**src/rtl/sc_map_pkg.sv**
```systemverilog
package sc_map_pkg;

  typedef enum logic [1:0] {
    CK_DATA  = 2'd0,
    CK_PILOT = 2'd1,
    CK_GUARD = 2'd2,
    CK_COPY  = 2'd3
  } carrier_kind_e;

endpackage

```
**src/rtl/sc_carrier_class.sv**
```systemverilog
module sc_carrier_class
  import sc_map_pkg::*;
#(
  parameter int UNIT_LEN = 64,
  parameter int GUARD_A  = 0,
  parameter int GUARD_B  = 32,
  parameter int PILOT_A  = 16,
  parameter int PILOT_B  = 48,
  parameter int SRC_BASE = 4,
  parameter int NSIG     = 4,
  parameter int SIG_SEP  = 40,
  localparam int BIN_W   = $clog2(UNIT_LEN),
  localparam int IDX_W   = (NSIG > 1) ? $clog2(NSIG) : 1
) (
  input  logic [BIN_W-1:0] bin,
  output carrier_kind_e    kind,
  output logic [IDX_W-1:0] sig_idx,
  output logic             is_src
);

  localparam int COPY_LO = SRC_BASE + SIG_SEP;

  always_comb begin
    int b;
    b       = int'(bin);
    kind    = CK_DATA;
    sig_idx = '0;
    is_src  = 1'b0;
    if (b == GUARD_A || b == GUARD_B) begin
      kind = CK_GUARD;
    end else if (b == PILOT_A || b == PILOT_B) begin
      kind = CK_PILOT;
    end else if (b >= COPY_LO && b < COPY_LO + NSIG) begin
      kind    = CK_COPY;
      sig_idx = IDX_W'(b - COPY_LO);
    end else if (b >= SRC_BASE && b < SRC_BASE + NSIG) begin
      is_src  = 1'b1;
      sig_idx = IDX_W'(b - SRC_BASE);
    end
  end

endmodule

```
**src/rtl/sc_bin_seq.sv**
```systemverilog
module sc_bin_seq #(
  parameter int UNITS_MAX = 16,
  parameter int UNIT_LEN  = 64,
  localparam int BIN_W    = $clog2(UNIT_LEN),
  localparam int UCFG_W   = $clog2(UNITS_MAX)
) (
  input  logic              clk,
  input  logic              rst_n,
  input  logic              adv,
  input  logic [UCFG_W-1:0] cfg_units,
  output logic [BIN_W-1:0]  bin,
  output logic              first,
  output logic              last
);

  logic [BIN_W-1:0]  bin_q;
  logic [UCFG_W-1:0] unit_q;
  logic [UCFG_W-1:0] units_q;
  logic              end_of_unit;

  assign end_of_unit = (bin_q == BIN_W'(UNIT_LEN - 1));
  assign first       = (bin_q == '0) && (unit_q == '0);
  assign last        = end_of_unit && (unit_q == units_q);
  assign bin         = bin_q;

  always_ff @(posedge clk) begin
    if (!rst_n) begin
      bin_q   <= '0;
      unit_q  <= '0;
      units_q <= '0;
    end else if (adv) begin
      if (first) begin
        units_q <= cfg_units;
      end
      if (last) begin
        bin_q  <= '0;
        unit_q <= '0;
      end else if (end_of_unit) begin
        bin_q  <= '0;
        unit_q <= unit_q + 1'b1;
      end else begin
        bin_q <= bin_q + 1'b1;
      end
    end
  end


  wrap_to_start_chk: assert property (@(posedge clk) disable iff (!rst_n)
    (adv && last) |=> first);


  unit_in_range_chk: assert property (@(posedge clk) disable iff (!rst_n)
    !first |-> (unit_q <= units_q));

endmodule

```
**src/rtl/sc_sig_mem.sv**
```systemverilog
module sc_sig_mem #(
  parameter int NSIG   = 4,
  parameter int DW     = 16,
  localparam int IDX_W = (NSIG > 1) ? $clog2(NSIG) : 1
) (
  input  logic                 clk,
  input  logic                 rst_n,
  input  logic                 wr_en,
  input  logic [IDX_W-1:0]     wr_idx,
  input  logic signed [DW-1:0] wr_re,
  input  logic signed [DW-1:0] wr_im,
  input  logic                 rd_en,
  input  logic [IDX_W-1:0]     rd_idx,
  output logic signed [DW-1:0] rd_re,
  output logic signed [DW-1:0] rd_im
);

  logic signed [DW-1:0] slot_re [NSIG];
  logic signed [DW-1:0] slot_im [NSIG];

  for (genvar g = 0; g < NSIG; g++) begin : g_slot
    always_ff @(posedge clk) begin
      if (wr_en && (wr_idx == IDX_W'(g))) begin
        slot_re[g] <= wr_re;
        slot_im[g] <= wr_im;
      end
    end
  end

  assign rd_re = slot_re[rd_idx];
  assign rd_im = slot_im[rd_idx];

  logic [NSIG-1:0] seen_q;
  always_ff @(posedge clk) begin
    if (!rst_n) begin
      seen_q <= '0;
    end else if (wr_en) begin
      seen_q[wr_idx] <= 1'b1;
    end
  end


  copy_after_source_chk: assert property (@(posedge clk) disable iff (!rst_n)
    rd_en |-> seen_q[rd_idx]);

endmodule

```
**src/rtl/ofdm_sig_mapper.sv**
```systemverilog
module ofdm_sig_mapper
  import sc_map_pkg::*;
#(
  parameter int DW        = 16,
  parameter int UNITS_MAX = 16,
  parameter int UNIT_LEN  = 64,
  parameter int GUARD_A   = 0,
  parameter int GUARD_B   = 32,
  parameter int PILOT_A   = 16,
  parameter int PILOT_B   = 48,
  parameter int SRC_BASE  = 4,
  parameter int NSIG      = 4,
  parameter int SIG_SEP   = 40,
  parameter logic signed [DW-1:0] PILOT_AMP = 16'sh2000,
  localparam int BIN_W    = $clog2(UNIT_LEN),
  localparam int UCFG_W   = $clog2(UNITS_MAX),
  localparam int IDX_W    = (NSIG > 1) ? $clog2(NSIG) : 1
) (
  input  logic                 clk,
  input  logic                 rst_n,
  input  logic [UCFG_W-1:0]    cfg_units,
  input  logic                 in_valid,
  output logic                 in_ready,
  input  logic signed [DW-1:0] in_re,
  input  logic signed [DW-1:0] in_im,
  output logic                 out_valid,
  input  logic                 out_ready,
  output logic signed [DW-1:0] out_re,
  output logic signed [DW-1:0] out_im,
  output logic                 out_sos
);

  if (SRC_BASE + SIG_SEP + NSIG > UNIT_LEN) begin : g_bad_span
    $error("signature repeat leaves the slice");
  end
  if (SIG_SEP < NSIG) begin : g_bad_sep
    $error("signature repeat overlaps its sources");
  end

  logic [BIN_W-1:0]     bin;
  logic                 first;
  logic                 last;
  carrier_kind_e        kind;
  logic [IDX_W-1:0]     sig_idx;
  logic                 is_src;
  logic signed [DW-1:0] rep_re;
  logic signed [DW-1:0] rep_im;
  logic                 slot_free;
  logic                 fire;
  logic                 is_data;
  logic signed [DW-1:0] nxt_re;
  logic signed [DW-1:0] nxt_im;

  logic                 ov_q;
  logic                 sos_q;
  logic signed [DW-1:0] re_q;
  logic signed [DW-1:0] im_q;

  sc_bin_seq #(
    .UNITS_MAX (UNITS_MAX),
    .UNIT_LEN  (UNIT_LEN)
  ) u_seq (
    .clk       (clk),
    .rst_n     (rst_n),
    .adv       (fire),
    .cfg_units (cfg_units),
    .bin       (bin),
    .first     (first),
    .last      (last)
  );

  sc_carrier_class #(
    .UNIT_LEN (UNIT_LEN),
    .GUARD_A  (GUARD_A),
    .GUARD_B  (GUARD_B),
    .PILOT_A  (PILOT_A),
    .PILOT_B  (PILOT_B),
    .SRC_BASE (SRC_BASE),
    .NSIG     (NSIG),
    .SIG_SEP  (SIG_SEP)
  ) u_class (
    .bin     (bin),
    .kind    (kind),
    .sig_idx (sig_idx),
    .is_src  (is_src)
  );

  sc_sig_mem #(
    .NSIG (NSIG),
    .DW   (DW)
  ) u_sig (
    .clk    (clk),
    .rst_n  (rst_n),
    .wr_en  (fire && is_data && is_src),
    .wr_idx (sig_idx),
    .wr_re  (in_re),
    .wr_im  (in_im),
    .rd_en  (fire && (kind == CK_COPY)),
    .rd_idx (sig_idx),
    .rd_re  (rep_re),
    .rd_im  (rep_im)
  );

  assign is_data   = (kind == CK_DATA);
  assign slot_free = !ov_q || out_ready;
  assign in_ready  = rst_n && slot_free && is_data;
  assign fire      = rst_n && slot_free && (!is_data || in_valid);

  always_comb begin
    unique case (kind)
      CK_DATA:  begin nxt_re = in_re;     nxt_im = in_im; end
      CK_PILOT: begin nxt_re = PILOT_AMP; nxt_im = '0;    end
      CK_COPY:  begin nxt_re = rep_re;    nxt_im = rep_im; end
      default:  begin nxt_re = '0;        nxt_im = '0;    end
    endcase
  end

  always_ff @(posedge clk) begin
    if (!rst_n) begin
      ov_q  <= 1'b0;
      sos_q <= 1'b0;
      re_q  <= '0;
      im_q  <= '0;
    end else if (fire) begin
      ov_q  <= 1'b1;
      sos_q <= first;
      re_q  <= nxt_re;
      im_q  <= nxt_im;
    end else if (out_ready) begin
      ov_q <= 1'b0;
    end
  end

  assign out_valid = ov_q;
  assign out_sos   = sos_q;
  assign out_re    = re_q;
  assign out_im    = im_q;


  out_hold_chk: assert property (@(posedge clk) disable iff (!rst_n)
    (out_valid && !out_ready) |=> (out_valid && $stable(out_re) &&
                                   $stable(out_im) && $stable(out_sos)));


  accept_lands_chk: assert property (@(posedge clk) disable iff (!rst_n)
    (in_valid && in_ready) |=> out_valid);


  sos_is_guard_chk: assert property (@(posedge clk) disable iff (!rst_n)
    (out_valid && out_sos && (GUARD_A == 0)) |-> (out_re == '0 && out_im == '0));

endmodule

```
**config.mk**
```make
export PLATFORM = sky130hd
export DESIGN_NAME = ofdm_sig_mapper
export DESIGN_NICKNAME = d
export VERILOG_FILES = /design/src/rtl/sc_map_pkg.sv /design/src/rtl/sc_carrier_class.sv /design/src/rtl/sc_bin_seq.sv /design/src/rtl/sc_sig_mem.sv /design/src/rtl/ofdm_sig_mapper.sv
export SDC_FILE = /design/constraint.sdc
export NUM_CORES = 1
export LEC_CHECK = 0
export ABC_AREA = 1
export BUFFER_PORTS_ARGS = -buffer_cell sky130_fd_sc_hd__buf_4
export CAP_MARGIN = 20
export CORE_ASPECT_RATIO = 0.9
export CORE_MARGIN = 1
export CORE_UTILIZATION = 63
export CTS_CLUSTER_DIAMETER = 80
export CTS_CLUSTER_SIZE = 28
export DETAILED_ROUTE_END_ITERATION = 8
export PLACE_DENSITY = 0.9
export SYNTH_ARGS = -nofsm -noshare
export SYNTH_HDL_FRONTEND = slang
export SYNTH_SLANG_ARGS = --single-unit
```
**constraint.sdc**
```tcl
create_clock -name clk -period 7.1 [get_ports clk]
set_input_delay 0.355 -clock clk [delete_from_list [all_inputs] [get_ports clk]]
set_output_delay 0.355 -clock clk [all_outputs]
set_load 0.1 [all_outputs]
```
==> results.md <==
- Outcome: complete, no violations
- DIE AREA: ~13000 um2
- Endpoint of the lowest-slack register-to-register path: u_sig.slot_re[3][1]$_DFFE_PP_
- Share of cells above drive strength 1: between 10% and 20%
- Startpoint Class: flop
- Hold path depth: 1
- Routed via count: between 6000 and 7000
- Setup TNS: 0 ps
- Sequential element share of the synthesized area: roughly 63%
- Internal power: 1.71 mW
- DR WL/cell: ~18 um
- Dpl cells: 1017
- Synth Register Bits: between 150 and 200
- P&R area growth vs syn: 16.0%
- Mapped Area: approximately 7600 um2
- Synth Area in Simple Gates: roughly a quarter
- FMAX: roughly 270 MHz
- Post-synthesis xor/xnor area fraction: less than 1%
- Worst R2R Setup Slack: about 3500 ps
- Slew headroom: 40.3%
- Clock skew: about 7.2 ps
- Routed wl met2: 9260 um
- Met1 Wirelength: 6910 um
- Root Driver: clkbuf_16
- Worst-path clk slew: around 70 ps
- Crit path DAT: 3730 ps
- VDD IR max: approximately 250 uV
- CTS Buf Count: 17
- Worst hold endpoint: u_sig.slot_im[1][5]$_DFFE_PP_
- Largest net degree at the start of global routing: 67
- # DRC: 0
- Initial DRC count: just under 700
- First-pass GRT wire length: between 30000 and 40000 um
- TritonCTS Sinks: ~180
- N_diodes: 0
- Resize count post-CTS: 0
- Final GP Congestion: just under 0.9
- Syn_nets: 865
- Minimum clock period: between 3000 and 4000 ps
- Vias in the first global route: 6102
- Combinational share of power: 16.9%
- Worst reg2reg path depth: 13
- Leak: ~3.7 nW
- Vias per cell: 5.80
- Boundary pin count: 75
- Design Power: between 2 and 2.5 mW
- Synth Area in Compound Gates: between 4 and 5%
- Final setup vio count: 0
- Routed Wire Length: 18600 um
- H-tree Lvls: 4
- WP data required: 7180 ps
- Syn Inst Count: just over 800
- Layout Cells excl Fill: about 1100
- Multiplexer area fraction after synthesis: 0%
- FILL cells: between 700 and 800
- Die Span X: about 120 um
- Final hold viol count: 0
- Avg Synthesized Cell Area: a little over 9 um2
- # rows: 37
- Initial Util: 65.7%
- Worst-case clock buffer depth: 2
- Worst-Skew Late Latency: 420 ps
- RSZ-0062 raised after global routing: false
- DP Wirelength: about 11000 um
- Slew @ Worst Pin: between 800 and 900 ps
- NumNets Final: 929
- Distinct cell type count of the synthesized netlist: 28
- Synthesis warning total: 0
- Core footprint: about 12000 um2
- Die Ht: approximately 110 um
- Clock power share: between 30% and 40%
- Antenna viol nets, final: 0
- P_sw: 0.717 mW
- HP Class: input port to flop
- Net Sw Frac: between 20% and 30%
- Max-slew violations: 0
- Initial antenna violation count: 0
- Top layer in use: met4
- Wire length on met3: 1740 um
- Fin crit share: about half
- MaxCap Viol Count: 0
- Drt pass-1 iters: 7
- PortBufs: 74
- CTS tree: built
- Sequential cell fraction of total power: between 40% and 50%
- Critical path capture point type: flop
- Global route overflow: 0
- Setup repair bufs after CTS: 0
- Kind of critical path: flop to flop
- PD cells: 276 nW/um2
- Post-synthesis adder-cell area fraction: between 1 and 1.5%
- CTS hold repair buffers: 0
- Min-delay src: in_im[5]
- Largest family of logic cells by synthesized area: simple AND/OR/NAND/NOR gates
- FF-to-FF Start: u_seq.bin[0]$_SDFFE_PN0P_
- Total GRT Usage: around a third
- Crit path max fanout: 25
flip-flops by register name (all words and copies together), names as in the netlist:
register,cells
u_sig.slot_im,64
u_sig.slot_re,64
u_seq.unit_q,4
out_valid,1
out_re,16
out_im,16
u_seq.units_q,4
u_seq.bin,6
out_sos,1
worst max-delay path, cell delays in order (launching register included):
cell	delay, ps
dfxtp_1	440
inv_1	90
ha_1	190
nand2_1	100
nor2_1	60
a21oi_1	250
inv_1	110
ha_1	310
inv_1	150
o211ai_4	80
inv_1	100
nand4_1	270
nor3_2	660
buf_4	480
metrics by stage:
| step | setup WS (ps) | cell area (um2) | hold WS [ps] | utilization [%] |
|---|---|---|---|---|
| after global routing | 3170 | 8810 | 126 | 76.2 |
| after detailed placement | 3250 | 8250 | 456 | 71.3 |
| after CTS | 3180 | 8800 | 128 | 76.1 |
| after floorplan | 2540 | 7600 | 454 | - |
| after global placement | 3470 | 8250 | 452 | 71.3 |
| final | 3460 | 8810 | 144 | 76.2 |
cells in the final DEF, fill, tap and decap left out:
master and n:
a31oi_1 1, edfxtp_1 128, inv_6 1, nor3_2 4, inv_2 6, ha_1 8
nor3_1 1, nand3_2 2, clkinv_2 2, xnor2_1 2, clkbuf_16 17, nand2_1 401
o21ai_0 6, xor2_1 5, bufinv_16 1, nor2_1 18, clkbuf_1 1, inv_1 21
nor4_1 1, nand3_1 66, nand2_2 1, inv_4 4, clkinvlp_4 2, nor2_2 1
a211oi_1 1, a21oi_4 1, o211ai_4 1, nand4_1 4, a21oi_1 45, clkinv_1 1
buf_6 1, clkinv_4 2, buf_4 88, clkbuf_8 1, a22oi_1 1, dfxtp_1 48
final cells by class:
type	instances	area, um2	share of cell area (%)
Clock buffer	19	443	5.03
Clock inverter	13	110	1.25
Inverter	27	101	1.15
Multi-Input combinational cell	570	2490	28.2
Sequential cell	176	4800	54.5
Tap cell	156	195	2.21
Timing Repair Buffer	89	672	7.62
cell usage after synthesis:
master	count	share of area, %
nand2_1	401	20
edfxtp_1	128	51
nand3_1	67	4.4
dfxtp_1	48	13
a21oi_1	45	3.0
inv_1	21	1.0
buf_2	20	1.3
nor2_1	18	0.89
clkbuf_1	13	0.64
ha_1	8	1.3
inv_2	6	0.30
o21ai_0	6	0.40
buf_4	5	0.49
nor3_1	5	0.33
xor2_1	5	0.58
buf_6	4	0.59
nand4_1	4	0.33
buf_1	2	0.099
xnor2_1	2	0.23
a211oi_1	1	0.099
a21oi_4	1	0.21
a22oi_1	1	0.099
a31oi_1	1	0.082
nand2_2	1	0.082
nand3_2	1	0.13
nor2_2	1	0.082
nor4_1	1	0.082
o211ai_2	1	0.16
power groups by stage:
stage,combinational [mW],sequential [mW],clock (mW)
floorplan,0.160,1.28,0
global placement,0.390,1.16,0
CTS,0.405,1.14,0.889
global route,0.436,1.14,0.933
finish,0.411,1.14,0.883
detailed placement,0.398,1.16,0
cells by family (layout without fill, tap and decap cells):
logic type               count (synthesis)  after routing
AO/OA/AOI/OAI                           56             56
XOR/XNOR                                 7              7
adder cells (fa/ha/maj)                  8              8
buffers and inverters                   71            148
AND/OR/NAND/NOR                        499            499
flip-flops                             176            176
worst max-delay path by stage:
stage	from	end	slack, ps	cells past startpoint
2_1_floorplan	u_seq.bin[0]$_SDFFE_PN0P_	u_sig.slot_im[2][0]$_DFFE_PP_	2540	13
3_5_place_dp	u_seq.bin[0]$_SDFFE_PN0P_	u_sig.slot_re[1][6]$_DFFE_PP_	3250	13
5_1_grt	u_seq.bin[0]$_SDFFE_PN0P_	u_sig.slot_re[3][0]$_DFFE_PP_	3170	13
4_1_cts	u_seq.bin[0]$_SDFFE_PN0P_	u_sig.slot_re[1][14]$_DFFE_PP_	3180	13
3_3_place_gp	u_seq.bin[0]$_SDFFE_PN0P_	u_sig.slot_re[1][5]$_DFFE_PP_	3470	13
6_report	u_seq.bin[0]$_SDFFE_PN0P_	u_sig.slot_re[3][1]$_DFFE_PP_	3460	13
routing by layer:
| layer | global-route usage, % | up-vias |
|---|---|---|
| met1 | 40.3 | 2831 |
| met4 | 17.3 | 0 |
| li1 | - | 2812 |
| met5 | 0 | - |
| met3 | 6.55 | 72 |
| met2 | 52.7 | 377 |
(Power assumes the default switching activity.)
